==> config.mk <==
export PLATFORM = sky130hd
export DESIGN_NAME = adc_fetch_master
export DESIGN_NICKNAME = d
export VERILOG_FILES = /design/src/rtl/adc_fetch_pkg.sv /design/src/rtl/afm_sck_gen.sv /design/src/rtl/afm_lane.sv /design/src/rtl/adc_fetch_master.sv
export SDC_FILE = /design/constraint.sdc
export NUM_CORES = 1
export LEC_CHECK = 0
export BUFFER_PORTS_ARGS = -buffer_cell sky130_fd_sc_hd__buf_2
export CAP_MARGIN = 5
export CORE_MARGIN = 2
export CORE_UTILIZATION = 40
export DETAILED_ROUTE_END_ITERATION = 8
export GPL_TIMING_DRIVEN = 1
export PLACE_DENSITY = 0.54
export RECOVER_POWER = 50
export SYNTH_ARGS = -nofsm -noshare
export SYNTH_HDL_FRONTEND = slang
export SYNTH_SLANG_ARGS = --single-unit
==> constraint.sdc <==
create_clock -name clk_i -period 2.7 [get_ports clk_i]
set_input_delay 0.27 -clock clk_i [delete_from_list [all_inputs] [get_ports clk_i]]
set_output_delay 0.27 -clock clk_i [all_outputs]
set_load 0.02 [all_outputs]
==> src/rtl/adc_fetch_pkg.sv <==
package adc_fetch_pkg;
  typedef enum logic [1:0] {ST_IDLE, ST_ARMED, ST_SHIFT} fetch_st_e;

  function automatic logic [4:0] half_of(input logic [2:0] code);
    case (code)
      3'd0: half_of = 5'd1;
      3'd1: half_of = 5'd2;
      3'd2: half_of = 5'd3;
      3'd3: half_of = 5'd4;
      3'd4: half_of = 5'd6;
      3'd5: half_of = 5'd8;
      3'd6: half_of = 5'd12;
      default: half_of = 5'd16;
    endcase
  endfunction

  function automatic logic [5:0] len_of(input logic [2:0] code);
    case (code)
      3'd0: len_of = 6'd32;
      3'd1: len_of = 6'd28;
      3'd2: len_of = 6'd24;
      3'd3: len_of = 6'd20;
      3'd4: len_of = 6'd18;
      3'd5: len_of = 6'd16;
      3'd6: len_of = 6'd12;
      default: len_of = 6'd8;
    endcase
  endfunction
endpackage

==> src/rtl/afm_sck_gen.sv <==
module afm_sck_gen #(
  parameter int DIV_W = 5
) (
  input  logic             clk_i,
  input  logic             rst_ni,
  input  logic             run_i,
  input  logic [DIV_W-1:0] half_i,
  output logic             sck_o,
  output logic             fall_o
);
  logic [DIV_W-1:0] div_q;
  logic             sck_q;
  logic             tick;

  assign tick   = (div_q == half_i - 1'b1);
  assign sck_o  = sck_q;
  assign fall_o = run_i & tick & sck_q;

  always_ff @(posedge clk_i or negedge rst_ni) begin
    if (!rst_ni) begin
      div_q <= '0;
      sck_q <= 1'b0;
    end else if (!run_i) begin
      div_q <= '0;
      sck_q <= 1'b0;
    end else if (tick) begin
      div_q <= '0;
      sck_q <= ~sck_q;
    end else begin
      div_q <= div_q + 1'b1;
    end
  end


  sck_idle_low_chk: assert property (@(posedge clk_i) disable iff (!rst_ni)
    !run_i |=> !sck_o);
endmodule

==> src/rtl/afm_lane.sv <==
module afm_lane #(
  parameter int W = 32
) (
  input  logic         clk_i,
  input  logic         rst_ni,
  input  logic         clear_i,
  input  logic         shift_i,
  input  logic         sdi_i,
  output logic [W-1:0] nxt_o
);
  logic [W-2:0] sr_q;

  assign nxt_o = {sr_q, sdi_i};

  always_ff @(posedge clk_i or negedge rst_ni) begin
    if (!rst_ni)      sr_q <= '0;
    else if (clear_i) sr_q <= '0;
    else if (shift_i) sr_q <= nxt_o[W-2:0];
  end
endmodule

==> src/rtl/adc_fetch_master.sv <==
module adc_fetch_master
  import adc_fetch_pkg::*;
#(
  parameter int WORD_W = 32,
  parameter int CNT_W  = 2,
  parameter int DIV_W  = 5
) (
  input  logic              clk_i,
  input  logic              rst_ni,
  input  logic              cnv_i,
  input  logic              busy_i,
  input  logic              sdi_a_i,
  input  logic              sdi_b_i,
  input  logic [2:0]        clk_sel_i,
  input  logic [2:0]        len_sel_i,
  input  logic [CNT_W-1:0]  cnt_sel_i,
  output logic              cnv_o,
  output logic              sck_o,
  output logic [WORD_W-1:0] word_a_o,
  output logic [WORD_W-1:0] word_b_o,
  output logic [CNT_W-1:0]  word_idx_o,
  output logic              word_vld_o,
  output logic              overrun_o
);
  localparam int LANES = 2;
  localparam int BIT_W = $clog2(WORD_W + 1);

  fetch_st_e         state_q;
  logic              cnv_d_q, busy_d_q, cnv_q, ovr_q, vld_q;
  logic [DIV_W-1:0]  half_q;
  logic [BIT_W-1:0]  len_q, bit_q;
  logic [CNT_W-1:0]  cnt_q, widx_q, idx_q;
  logic [WORD_W-1:0] a_q, b_q;

  logic start, rise, fall, word_done, last_word, run;
  logic [LANES-1:0]  sdi_w;
  logic [WORD_W-1:0] nxt_w [LANES];

  assign rise      = cnv_i & ~cnv_d_q;
  assign start     = (state_q == ST_ARMED) & busy_d_q & ~busy_i;
  assign run       = (state_q == ST_SHIFT);
  assign word_done = fall & (bit_q == len_q - 1'b1);
  assign last_word = (widx_q == cnt_q);
  assign sdi_w     = {sdi_b_i, sdi_a_i};

  afm_sck_gen #(.DIV_W(DIV_W)) u_sck (
    .clk_i (clk_i), .rst_ni(rst_ni), .run_i(run),
    .half_i(half_q), .sck_o(sck_o), .fall_o(fall)
  );

  for (genvar g = 0; g < LANES; g++) begin : g_lane
    afm_lane #(.W(WORD_W)) u_lane (
      .clk_i  (clk_i), .rst_ni(rst_ni),
      .clear_i(start | word_done), .shift_i(fall),
      .sdi_i  (sdi_w[g]), .nxt_o(nxt_w[g])
    );
  end

  always_ff @(posedge clk_i or negedge rst_ni) begin
    if (!rst_ni) begin
      state_q  <= ST_IDLE;
      cnv_d_q  <= 1'b0;
      busy_d_q <= 1'b0;
      cnv_q    <= 1'b0;
      ovr_q    <= 1'b0;
      vld_q    <= 1'b0;
      half_q   <= DIV_W'(1);
      len_q    <= BIT_W'(WORD_W);
      cnt_q    <= '0;
      bit_q    <= '0;
      widx_q   <= '0;
      idx_q    <= '0;
      a_q      <= '0;
      b_q      <= '0;
    end else begin
      cnv_d_q  <= cnv_i;
      busy_d_q <= busy_i;
      vld_q    <= 1'b0;
      // forward only edges accepted while idle
      cnv_q    <= cnv_i & (cnv_q | (state_q == ST_IDLE));
      if (rise && state_q != ST_IDLE) ovr_q <= 1'b1;
      unique case (state_q)
        ST_IDLE: if (rise) state_q <= ST_ARMED;
        ST_ARMED: if (start) begin
          state_q <= ST_SHIFT;
          half_q  <= DIV_W'(half_of(clk_sel_i));
          len_q   <= BIT_W'(len_of(len_sel_i));
          cnt_q   <= cnt_sel_i;
          bit_q   <= '0;
          widx_q  <= '0;
        end
        ST_SHIFT: if (fall) begin
          if (word_done) begin
            bit_q <= '0;
            vld_q <= 1'b1;
            idx_q <= widx_q;
            a_q   <= nxt_w[0];
            b_q   <= nxt_w[1];
            if (last_word) state_q <= ST_IDLE;
            else           widx_q  <= widx_q + 1'b1;
          end else begin
            bit_q <= bit_q + 1'b1;
          end
        end
        default: state_q <= ST_IDLE;
      endcase
    end
  end

  assign cnv_o      = cnv_q;
  assign overrun_o  = ovr_q;
  assign word_vld_o = vld_q;
  assign word_idx_o = idx_q;
  assign word_a_o   = a_q;
  assign word_b_o   = b_q;


  cnv_follow_chk: assert property (@(posedge clk_i) disable iff (!rst_ni)
    $rose(cnv_o) |-> $past(cnv_i));

  overrun_sticky_chk: assert property (@(posedge clk_i) disable iff (!rst_ni)
    overrun_o |=> overrun_o);

  vld_pulse_chk: assert property (@(posedge clk_i) disable iff (!rst_ni)
    word_vld_o |=> !word_vld_o);

  word_align_chk: assert property (@(posedge clk_i) disable iff (!rst_ni)
    word_vld_o |-> ((word_a_o >> len_q) == '0) && ((word_b_o >> len_q) == '0));
endmodule

======== After elaboration in Yosys (flattened, before gate mapping) ========
Cells that the tools add are included.
storage, ports and cells
  bits in registers ....................... 162
  output and inout bits ................... 70
  logic and storage cells ................. 99
  input bits .............................. 14
cells by class
  $add $sub $neg .......................... 5
  reduce and logical (&&, ||, !) cells .... 12
  muxes and demuxes ....................... 28
  bitwise gates (word level) .............. 12
  equal/unequal tests ..................... 24
operators by type and width
  operator             number
  $mux 31              4
  $pmux 6 s7           1
  $pmux 5 s7           1
  $eq 3x3->1 const B   6
  $mux 2               9
  $mux 6               3
  $ne 2x2->1 const B   7
  $eq 3x2->1 const B   4
  $pmux 6 s2           1
  $mux 5               2
  $reduce_and 5->1     2
  $and 1x1->1          7
  $add 6x1->6 const B  1
  $eq 3x1->1 const B   2
  $eq 6x6->1           1
  $logic_not 3->1      2
  $pmux 2 s3           1
  $reduce_and 3->1     2
  $reduce_bool 2->1    3
  $sub 6x1->6 const B  1
  $add 5x1->5 const B  1
  $eq 5x5->1           1
  $mux 1               5
  $sub 5x1->5 const B  1
  10 further kinds     13

======== Logic depth before layout (Yosys ltp) ========
Gate-level depths: netlist of the first run.
  depth after elaboration ................. 8
  depth in mapped cells ................... 9
  gate-level depth less buffers ........... 7

======== By module ========
Synthesis of the first run repeated with hierarchy kept, for this count alone.
second synthesis, totals
  cell total of the unflattened synthesis .. 525
  area total of the unflattened synthesis .. 6842.8 um^2
modules (own cells, without submodules)
  module            cells an instance  times used  area an instance (um^2)  seq. area each (um^2)
  adc_fetch_master  285                1           3843.7                   2329.7
  afm_lane          101                2           1292.5                   775.7
  afm_sck_gen       38                 1           414.1                    150.1

======== Worst setup path after synthesis of the first run ========
No wires, ideal clock.
  kind .................................... register -> register
  start point ............................. reg half_q[0]
  end point ............................... reg a_q[10] (netlist: word_a_o[10])
  cell stages (with the launch flop) ...... 10
  required time ........................... 2.573 ns
  setup time .............................. 0.127 ns
  path buffers ............................ 2
  setup slack ............................. 0.422 ns
  arrival time ............................ 2.151 ns
  period minus slack after synthesis ...... 2.278 ns
  path through ............................ dfstp_2 inv_1 ha_1 xor2_1 o211a_1 o211ai_2 nor3_4 buf_6 buf_6 mux2_1
on the way
  longest elaborated chain between the ends .. 6
RTL lines
  element                       RTL line                RTL
  start, declared               adc_fetch_master.sv:30  logic [DIV_W-1:0] half_q;
  start signal, assigned        adc_fetch_master.sv:86  half_q <= DIV_W'(half_of(clk_sel_i));
  $sub 5x1->5 *                 afm_sck_gen.sv:15       assign tick = (div_q == half_i - 1'b1);
  $eq 5x5->1 *                  afm_sck_gen.sv:15
  $and 1x1->1 * (2 in a row)    afm_sck_gen.sv:17       assign fall_o = run_i & tick & sck_q;
  $and 1x1->1                   adc_fetch_master.sv:42  assign word_done = fall & (bit_q == len_q - 1'b1);
  $reduce_and 3->1 (no line) *  n/a
  end signal, assigned          adc_fetch_master.sv:97  a_q <= nxt_w[0];
  end, declared                 adc_fetch_master.sv:33  logic [WORD_W-1:0] a_q, b_q;
Mark *: on every way between the ends. The rest lies on a longest branch, timed or not.
A chain may end at the register's enable or synchronous reset.

======== Worst setup path in the final report of the first run ========
  start point ............................. reg half_q[0]
  end point ............................... reg a_q[3] (netlist: word_a_o[3])
The elaborated chain is that of the path after synthesis.

==> results.sh, run 1 <==
export IMPL_wl_um=15770
export IMPL_vias=5130
export IMPL_vdd_drop_max_mv=0.4898
export IMPL_yosysSeqAreaShare_pct=57.33
export IMPL_gp_congestion=0.7366
export IMPL_skew_ps=16.11
export IMPL_clockBufferDepth=2
export IMPL_synthArstFlopShare_pct=100.0
export IMPL_synth_xor_area_share_pct=2.491
export IMPL_synth_area_sq_um=7032
export IMPL_critPathArrivalTime_ps=2810
export IMPL_power_density_nw_per_um2=815.2
export IMPL_multi_input_area_sq_um=2718
export IMPL_grt_usage_pct=17.77
export IMPL_dieArea_sq_um=18660
export IMPL_rsz0062_at_grt="false"
export IMPL_n_antenna_cell=0
export IMPL_synthDistinctLibCells=46
export IMPL_synthAdderAreaFrac_pct=0.7117
export IMPL_netlist_instances=623
export IMPL_cts_root_buf="clkbuf_16"
export IMPL_cap_violations=0
export IMPL_cts_max_level=4
export IMPL_std_cell_rows=48
export IMPL_p_leak_nw=3.633
export IMPL_wl_met1_um=7331
export IMPL_hold_path_class="in -> reg"
export IMPL_grt_ovfl_total=0
export IMPL_die_h_um=136.6
export IMPL_ys_seq_elements=161
export IMPL_finalHoldViolations=0
export IMPL_die_w_um=136.6
export IMPL_slew_viol_final=0
export IMPL_synth_area_leaders="dfrtp_1 57%, mux2_2 6.4%, nand4_1 5.7%, o21ai_0 5.4%, mux2_1 4.6%"
export IMPL_clkSlewWorstSetupHoldPaths_ps=70
export IMPL_cts_tree="yes"
export IMPL_tightest_slew_ps=1371
export IMPL_critical_path_class="reg -> reg"
export IMPL_drt_iter0_markers=461
export IMPL_regArea_sq_um=4031
export IMPL_antenna_found_initial=0
export IMPL_io_buffers=83
export IMPL_cts_buffers=17
export IMPL_cp_start_kind="flip-flop"
export IMPL_drtPass1Iterations=4
export IMPL_cts_sinks=161
export IMPL_hold_buffers=3
export IMPL_crit_fanout=22
export IMPL_grt_pass1_wl_um=25870
export IMPL_total_power_mw=6.633
export IMPL_syn_to_final_growth_pct=15.71
export IMPL_drcViolationCount=0
export IMPL_fin_hold_ws_ps=25.14
export IMPL_route_met3_wl_um=901
export IMPL_dr_wl_met2_um=7339
export IMPL_max_freq_mhz=398.8
export IMPL_ys_flop_type="dfrtp_1"
export IMPL_viasPerCell=5.570
export IMPL_core_sq_um=17240
export IMPL_nets=702
export IMPL_stdcell_count=921
export IMPL_synth_fp_nets=641
export IMPL_yosys_area_share_simple_pct=11.41
export IMPL_grt_max_degree=75
export IMPL_n_fill_cell=1633
export IMPL_synth_top_family_by_area="compound AO/OA/AOI/OAI gates"
export IMPL_drive_above_1_share_pct=15.09
export IMPL_syn_avg_cell_area_sq_um=11.29
export IMPL_post_route_util_pct=47.21
export IMPL_layout_common_cells="159 x dfrtp_1, 76 x o21ai_0, 72 x clkbuf_1, 65 x a21oi_1, 64 x nand4_1"
export IMPL_synth_compound_area_share_pct=12.70
export IMPL_end_kind="flip-flop"
export IMPL_post_cts_resized=0
export IMPL_maxSlewHeadroom_pct=8.568
export IMPL_post_cts_setup_buffers=0
export IMPL_grt_pass1_vias=4975
export IMPL_required_ps=3000
export IMPL_top_layer="met4"
export IMPL_period_needed_ps=2508
export IMPL_clk_latency_ps=430
export IMPL_muxShareOfSynthArea_pct=11.05
export IMPL_setup_violations=0
export IMPL_final_period_utilization_pct=92.88
export IMPL_placed_cells=887
export IMPL_wl_per_cell_um=17.12
export IMPL_ios=84
export IMPL_ys_warn_count=0
export IMPL_final_setup_tns_ps=0
export IMPL_synth_enable_flop_cells=0
export IMPL_outcome="completed"
export IMPL_final_common_cell="dfrtp_1"
export IMPL_dp_final_hpwl_um=9414
export IMPL_postRouteAntennaNets=0
export IMPL_initial_core_util_pct=40.80
export IMPL_yosysTopAreaCell="dfrtp_1"
export IMPL_synth_top_area_share_pct=56.58
sequential cells by signal, summed over array words and instances, names as in the netlist, 2 cells and up:
name                count
g_lane.u_lane.sr_q     62
half_q                  5
cnt_q                   2
len_q                   5
word_a_o               32
bit_q                   6
word_b_o               32
state_q                 2
widx_q                  2
word_idx_o              2
u_sck.div_q             5
Yosys cell counts (5+ instances only):
cell,number
nand2_1,23
mux2_2,40
nor2_1,15
o21ai_0,76
nand4_1,64
o211ai_1,5
mux2_1,29
dfrtp_1,159
xnor2_1,7
a21oi_1,65
xor2_1,13
inv_1,7
buf_2,13
nand3_1,10
clkbuf_1,35
stage by stage:
step / setup WS [ps] / instance area (sq um)
detailed placement: 195.1 / 7664
finish: 192.4 / 8137
floorplan: 421.9 / 7032
global placement: 233.4 / 7664
CTS: 185.1 / 8253
global route: 57.45 / 8137
report_power, final:
| part | total, mW | switching [mW] | leakage [nW] | internal [mW] |
|---|---|---|---|---|
| clock network | 2.30 | 1.02 | 0.269 | 1.28 |
| logic | 1.20 | 0.743 | 1.16 | 0.452 |
| registers | 3.14 | 0.352 | 2.20 | 2.78 |
layout make-up:
class                      instances  share of cell area (%)
clock inverter                    14                   1.645
sequential                       161                   49.55
timing repair buffer              99                   6.397
inverter                           7                  0.3229
tap                              225                   3.460
multi-input combinational        398                   33.40
clock buffer                      17                   5.228
path summary, 6_finish.rpt:
| check | from | endpoint | slack (ps) | depth (start not counted) |
|---|---|---|---|---|
| max | half_q[0] | word_a_o[3] | 190 | 8 |
| min | cnt_sel_i[1] | cnt_q[1] | 30 | 3 |
| max reg2reg | half_q[0] | word_a_o[3] | 190 | 8 |
| min reg2reg | overrun_o | overrun_o | 480 | 1 |
| max in group asynchronous | rst_ni | g_lane[0].u_lane.sr_q[10] | 470 | 3 |
| min in group asynchronous | rst_ni | u_sck.div_q[3] | 710 | 2 |
critical path, cell delays in order (launching register included):
cell and delay [ps]:
dfstp_2 550, inv_1 50, ha_1 230, nand2b_1 150, a21boi_1 270, o211ai_4 150
nor3_4 270, buf_4 320, mux2_2 370
cells by family after synthesis:
| family | after synthesis |
|---|---|
| compound gates | 165 |
| flops | 161 |
| xor+xnor | 20 |
| buf+inv | 64 |
| mux | 69 |
| fa+ha+maj | 4 |
| simple gates | 140 |
layer usage:
layer / global-route usage (%) / up-vias
met5: 0 / -
met4: 6.366 / 0
met3: 3.815 / 11
met2: 27.39 / 173
met1: 24.82 / 2546
li1: - / 2400
Power figures use the tool's default switching activity.
==> run 2, diff against run 1 <==
ABC_AREA = 1   (was unset)
PLACE_DENSITY = 0.55   (was 0.54)
==> run 2 against run 1 <==
  * The run now ends with capacitance limit, slew limit left
  * Largest cell class unchanged
  * Register-to-register slack better by 100 ps
  * Sequential share of layout area up 1.8 points
  * Clock-buffer cell count rose by 2
  * Sequential power down 16%
  * Largest power group unchanged
  * Critical path type unchanged
  * Synthesized area down 4.5%
  * Utilization up 0.43 points
==> results.sh, run 2 <==
export IMPL_yosysSeqAreaShare_pct=60.06
export IMPL_syn_avg_cell_area_sq_um=10.14
export IMPL_top_layer="met4"
export IMPL_final_setup_tns_ps=0
export IMPL_cts_tree="yes"
export IMPL_dp_final_hpwl_um=8938
export IMPL_crit_top_cell="nand2_1"
export IMPL_die_w_um=133.5
export IMPL_viasPerCell=4.797
export IMPL_vdd_drop_max_mv=0.5111
export IMPL_cts_sinks=161
export IMPL_final_common_cell="dfrtp_1"
export IMPL_largest_reg_flops=62
export IMPL_pre_cts_ws_ps=295.3
export IMPL_hold_buffers=3
export IMPL_grt_pass1_wl_um=22730
export IMPL_initial_core_util_pct=40.77
export IMPL_tightest_slew_ps=1592
export IMPL_synth_top_family_by_area="compound AO/OA/AOI/OAI gates"
export IMPL_rsz0062_at_grt="false"
export IMPL_hp_start="cnt_sel_i[0]"
export IMPL_synthArstFlopShare_pct=100.0
export IMPL_seqPwrFrac_pct=46.8
export IMPL_switching_share_pct=25.54
export IMPL_cp_slowest_cell="dfstp_2"
export IMPL_post_cts_setup_buffers=0
export IMPL_drt_iter0_markers=245
export IMPL_synth_top_cells_by_count="159 x dfrtp_1, 152 x nand2_1, 93 x inv_1, 62 x o22ai_1, 50 x o21ai_2"
export IMPL_critPathArrivalTime_ps=2710
export IMPL_yosysTopAreaCell="dfrtp_1"
export IMPL_power_frac_clock_pct=42.8
export IMPL_dieArea_sq_um=17830
export IMPL_wl_um=13200
export IMPL_max_freq_mhz=415.7
export IMPL_grt_ovfl_total=0
export IMPL_ys_flop_type="dfrtp_1"
export IMPL_crit_fanout=41
export IMPL_slew_viol_final=66
export IMPL_setup_violations=0
export IMPL_ys_warn_count=0
export IMPL_rrSetupSlack_ps=290
export IMPL_drive_above_1_share_pct=15.75
export IMPL_synth_xor_area_share_pct=1.305
export IMPL_clk_latency_ps=420
export IMPL_largest_register="g_lane.u_lane.sr_q"
export IMPL_antenna_found_initial=0
export IMPL_synth_enable_flop_cells=0
export IMPL_cts_max_level=4
export IMPL_critical_path_class="reg -> reg"
export IMPL_stdcell_count=982
export IMPL_wl_met1_um=6130
export IMPL_ys_seq_elements=161
export IMPL_period_needed_ps=2405
export IMPL_ios=84
export IMPL_multi_input_area_sq_um=2061
export IMPL_hold_path_class="in -> reg"
export IMPL_postRouteAntennaNets=0
export IMPL_layout_common_cells="159 x dfrtp_1, 151 x nand2_1, 95 x inv_1, 73 x clkbuf_1, 62 x o22ai_1"
export IMPL_placed_cells=947
export IMPL_post_cts_resized=0
export IMPL_post_route_util_pct=47.64
export IMPL_core_sq_um=16470
export IMPL_route_met3_wl_um=593
export IMPL_io_buffers=83
export IMPL_clkSlewWorstSetupHoldPaths_ps=60
export IMPL_finalWorstSetupSlack_ps=294.7
export IMPL_power_density_nw_per_um2=723.2
export IMPL_drcViolationCount=0
export IMPL_synth_compound_area_share_pct=15.17
export IMPL_syn_to_final_growth_pct=16.85
export IMPL_clockBufferDepth=2
export IMPL_synthDistinctLibCells=33
export IMPL_r2r_start="half_q[0]"
export IMPL_synth_fp_nets=680
export IMPL_final_period_utilization_pct=89.09
export IMPL_n_antenna_cell=0
export IMPL_finalHoldViolations=0
export IMPL_cts_root_buf="clkbuf_16"
export IMPL_n_fill_cell=1600
export IMPL_grt_max_degree=66
export IMPL_p_comb_share_pct=10.5
export IMPL_dr_wl_met2_um=6301
export IMPL_cap_violations=1
export IMPL_drtPass1Iterations=5
export IMPL_yosys_area_share_simple_pct=13.66
export IMPL_crit_family="simple AND/OR/NAND/NOR gates"
export IMPL_skew_ps=9.023
export IMPL_vias=4711
export IMPL_std_cell_rows=47
export IMPL_outcome="complete, but fails checks"
export IMPL_synth_top_area_share_pct=59.27
export IMPL_regArea_sq_um=4031
export IMPL_wl_per_cell_um=13.44
export IMPL_violations="capacitance limit, slew limit"
export IMPL_p_switching_mw=1.449
export IMPL_p_leak_nw=3.663
export IMPL_cp_start_kind="flip-flop"
export IMPL_end_kind="flip-flop"
export IMPL_grt_usage_pct=15.95
export IMPL_yosysMostFrequentCell="dfrtp_1"
export IMPL_nets=767
export IMPL_required_ps=3010
export IMPL_maxSlewHeadroom_pct=-6.125
export IMPL_gp_congestion=0.7689
export IMPL_die_h_um=133.5
export IMPL_path_cells="inv_1 > ha_1 > inv_1 > nand2_1 > nand2_1 > nor2_1 > nand2_1 > nor2_2 > nand4_4 > nor2_8 > inv_4 > buf_12 > nand2_1 > o21ai_2"
export IMPL_slowest_delay_ps=530
export IMPL_synth_area_sq_um=6713
export IMPL_netlist_instances=662
export IMPL_muxShareOfSynthArea_pct=0
export IMPL_crit_buf_inv=4
export IMPL_p_int_mw=4.223
export IMPL_cts_buffers=17
export IMPL_synth_area_leaders="dfrtp_1 59%, nand2_1 8.5%, o21ai_2 6.5%, o22ai_1 5.8%, inv_1 5.2%"
export IMPL_synthAdderAreaFrac_pct=0.7456
export IMPL_crit_start="half_q[0]"
export IMPL_grt_pass1_vias=4689
==> run 2: final timing paths <==
kind,depth (start not counted),end
setup reg to reg,14,word_b_o[21]
hold reg to reg,1,state_q[0]
max in group asynchronous,3,word_b_o[4]
hold / removal,3,cnt_q[0]
setup / recovery,14,word_b_o[21]
min in group asynchronous,2,g_lane[0].u_lane.sr_q[8]
==> run 2: layer usage <==
layer  up-vias  GRT usage, %
li1       2333             -
met1      2250         21.19
met2       113         25.11
met3        15         4.186
met4         0         6.324
met5         -             0
==> run 2: through the flow <==
stage               hold slack, ps  instance area [sq um]  total power, mW
detailed placement           300.1                   7327            3.301
CTS                          40.46                   7960            5.753
global placement             290.6                   7327            3.276
global route                 62.81                   7844            5.965
floorplan                   -25.59                   6713            3.101
finish                       58.64                   7844            5.672
==> run 2: worst register-to-register path, cell delays in order (launching register included) <==
cell	delay [ps]
dfstp_2	530
inv_1	70
ha_1	300
inv_1	40
nand2_1	50
nand2_1	50
nor2_1	90
nand2_1	60
nor2_2	140
nand4_4	150
nor2_8	190
inv_4	210
buf_12	260
nand2_1	110
o21ai_2	50
==> run 2: cells by family (layout without fill, tap and decap cells) <==
group / count (synthesis) / after routing
AO/OA/AOI/OAI: 147 / 147
XOR/XNOR: 10 / 10
adder cells (fa/ha/maj): 4 / 4
buffers and inverters: 129 / 229
flip-flops: 161 / 161
AND/OR/NAND/NOR: 211 / 211
==> run 2: cell type report <==
class                      count  area share (%)
timing repair buffer          97           6.317
multi-input combinational    372           26.27
inverter                     100           4.817
tap                          220           3.509
clock inverter                13           2.042
clock buffer                  19           5.647
sequential                   161           51.40
==> run 2: power by group through the flow <==
stage | Clock [mW] | Combinational [mW] | Sequential (mW)
finish | 2.43 | 0.593 | 2.65
global route | 2.61 | 0.684 | 2.67
CTS | 2.49 | 0.611 | 2.65
detailed placement | 0 | 0.605 | 2.70
global placement | 0 | 0.583 | 2.69
floorplan | 0 | 0.426 | 2.67
==> run 3, diff against run 2 <==
BUFFER_PORTS_ARGS = unset   (was -buffer_cell sky130_fd_sc_hd__buf_2)
DONT_BUFFER_PORTS = 1   (was unset)
PLACE_DENSITY = 0.5   (was 0.55)
==> run 3 against run 2 <==
  * The run ends with hold timing left
  * Final cell count fell by 8.5%
  * First-iteration DRC count fell by 13%
  * Clock skew up 0.98 ps
  * Critical path type unchanged
  * Largest cell class unchanged
  * Clock-buffer cell count up 1
  * Combinational power shrank 11%
  * Fmax is 1.6% lower
  * Power up 1.2%
==> results.sh, run 3 (synthesis results as in run 2) <==
export IMPL_initial_core_util_pct=40.77
export IMPL_critPathArrivalTime_ps=2780
export IMPL_viasPerCell=4.851
export IMPL_die_h_um=133.5
export IMPL_p_comb_share_pct=9.1
export IMPL_layout_common_cells="159 x dfrtp_1, 151 x nand2_1, 94 x inv_1, 62 x o22ai_1, 50 x o21ai_2"
export IMPL_postRouteAntennaNets=0
export IMPL_clk_latency_ps=430
export IMPL_die_w_um=133.5
export IMPL_power_frac_clock_pct=44.4
export IMPL_total_power_mw=5.738
export IMPL_grt_usage_pct=15.71
export IMPL_reg2reg_depth=13
export IMPL_cts_root_buf="clkbuf_16"
export IMPL_cts_tree="yes"
export IMPL_hold_buffers=7
export IMPL_ios=84
export IMPL_tightest_slew_ps=447.8
export IMPL_post_cts_resized=0
export IMPL_n_fill_cell=1552
export IMPL_grt_pass1_vias=4399
export IMPL_period_needed_ps=2444
export IMPL_skew_ps=10.00
export IMPL_seqPwrFrac_pct=46.5
export IMPL_wl_um=12840
export IMPL_std_cell_rows=47
export IMPL_grt_ovfl_total=0
export IMPL_cap_violations=0
export IMPL_vias=4361
export IMPL_io_buffers=0
export IMPL_setup_violations=0
export IMPL_finalHoldViolations=161
export IMPL_drt_iter0_markers=213
export IMPL_vdd_drop_max_mv=0.4353
export IMPL_hold_path_class="in -> async"
export IMPL_violations="hold timing"
export IMPL_grt_pass1_wl_um=21980
export IMPL_wl_per_cell_um=14.28
export IMPL_antenna_found_initial=0
export IMPL_cp_start_kind="flip-flop"
export IMPL_fin_hold_ws_ps=-457.6
export IMPL_critical_path_class="reg -> reg"
export IMPL_final_period_utilization_pct=90.51
export IMPL_maxSlewHeadroom_pct=70.15
export IMPL_dp_final_hpwl_um=8373
export IMPL_cts_sinks=161
export IMPL_slew_viol_final=0
export IMPL_p_switching_mw=1.419
export IMPL_required_ps=3040
export IMPL_cts_buffers=17
export IMPL_drtPass1Iterations=5
export IMPL_clkSlewWorstSetupHoldPaths_ps=60
export IMPL_p_leak_nw=3.554
export IMPL_nets=684
export IMPL_clockBufferDepth=2
export IMPL_power_density_nw_per_um2=756.8
export IMPL_final_common_cell="dfrtp_1"
export IMPL_p_int_mw=4.319
export IMPL_drcViolationCount=0
export IMPL_crit_fanout=52
export IMPL_drive_above_1_share_pct=15.61
export IMPL_dieArea_sq_um=17830
export IMPL_switching_share_pct=24.73
export IMPL_end_kind="flip-flop"
export IMPL_largest_register="g_lane.u_lane.sr_q"
export IMPL_outcome="complete, but fails checks"
export IMPL_n_antenna_cell=0
export IMPL_core_sq_um=16470
export IMPL_post_cts_setup_buffers=0
export IMPL_max_freq_mhz=409.2
export IMPL_rsz0062_at_grt="false"
export IMPL_largest_reg_flops=62
export IMPL_final_setup_tns_ps=0
export IMPL_cts_max_level=4
export IMPL_syn_to_final_growth_pct=12.95
export IMPL_grt_max_degree=162
export IMPL_gp_congestion=0.7988
==> run 3: path summary, 6_finish.rpt <==
path	start	to	slack (ps)
setup / recovery	half_q[0]	g_lane[0].u_lane.sr_q[6]	260
min in group clk_i	clk_sel_i[2]	half_q[4]	20
hold / removal	rst_ni	word_a_o[8]	-460
hold reg to reg	cnv_d_q	state_q[0]	470
setup reg to reg	half_q[0]	g_lane[0].u_lane.sr_q[6]	260
max in group asynchronous	rst_ni	half_q[0]	2940
==> run 3: per-stage QoR <==
step,setup WS (ps),cell area [sq um],std cells,utilization [%],hold slack [ps]
final,256.3,7582,899,46.05,-457.6
after global placement,338.7,6884,860,41.81,-20.96
after floorplan,610.9,6713,662,-,-25.59
after global routing,72.93,7582,899,46.05,-496.0
after CTS,235.4,7582,899,46.05,-490.2
after detailed placement,262.3,6884,860,41.81,-19.60
==> run 3: layout make-up <==
class	instances	area (sq um)	area share [%]
Multi-Input combinational cell	372	2085	27.49
Timing Repair Buffer	14	185.2	2.442
Clock inverter	12	181.4	2.393
Inverter	100	377.9	4.983
Tap cell	220	275.3	3.630
Clock buffer	20	446.7	5.891
Sequential cell	161	4031	53.17
==> run 3: power groups by stage <==
stage / sequential, mW / clock (mW) / combinational [mW]
2_1_floorplan: 2.67 / 0 / 0.426
3_3_place_gp: 2.71 / 0 / 0.500
3_5_place_dp: 2.71 / 0 / 0.521
4_1_cts: 2.67 / 2.61 / 0.530
5_1_grt: 2.68 / 2.72 / 0.610
6_report: 2.67 / 2.55 / 0.525
==> run 3: worst max-delay path: stages (launching register included) <==
cell and delay [ps]:
dfstp_2 530, inv_1 70, ha_1 320, inv_1 50, nand2_1 60, nand2_1 40
nor2_1 90, nand2_1 60, nor2_2 140, nand2_1 90, nor2_1 210, nand4_4 250
buf_12 280, o22ai_1 150
==> run 3: per-layer routing <==
layer,vias up,GRT usage (%),routed length [um]
met1,2121,20.13,5962
li1,2153,-,-
met5,-,0,0
met3,12,5.365,607
met2,75,24.94,6127
met4,0,5.615,142
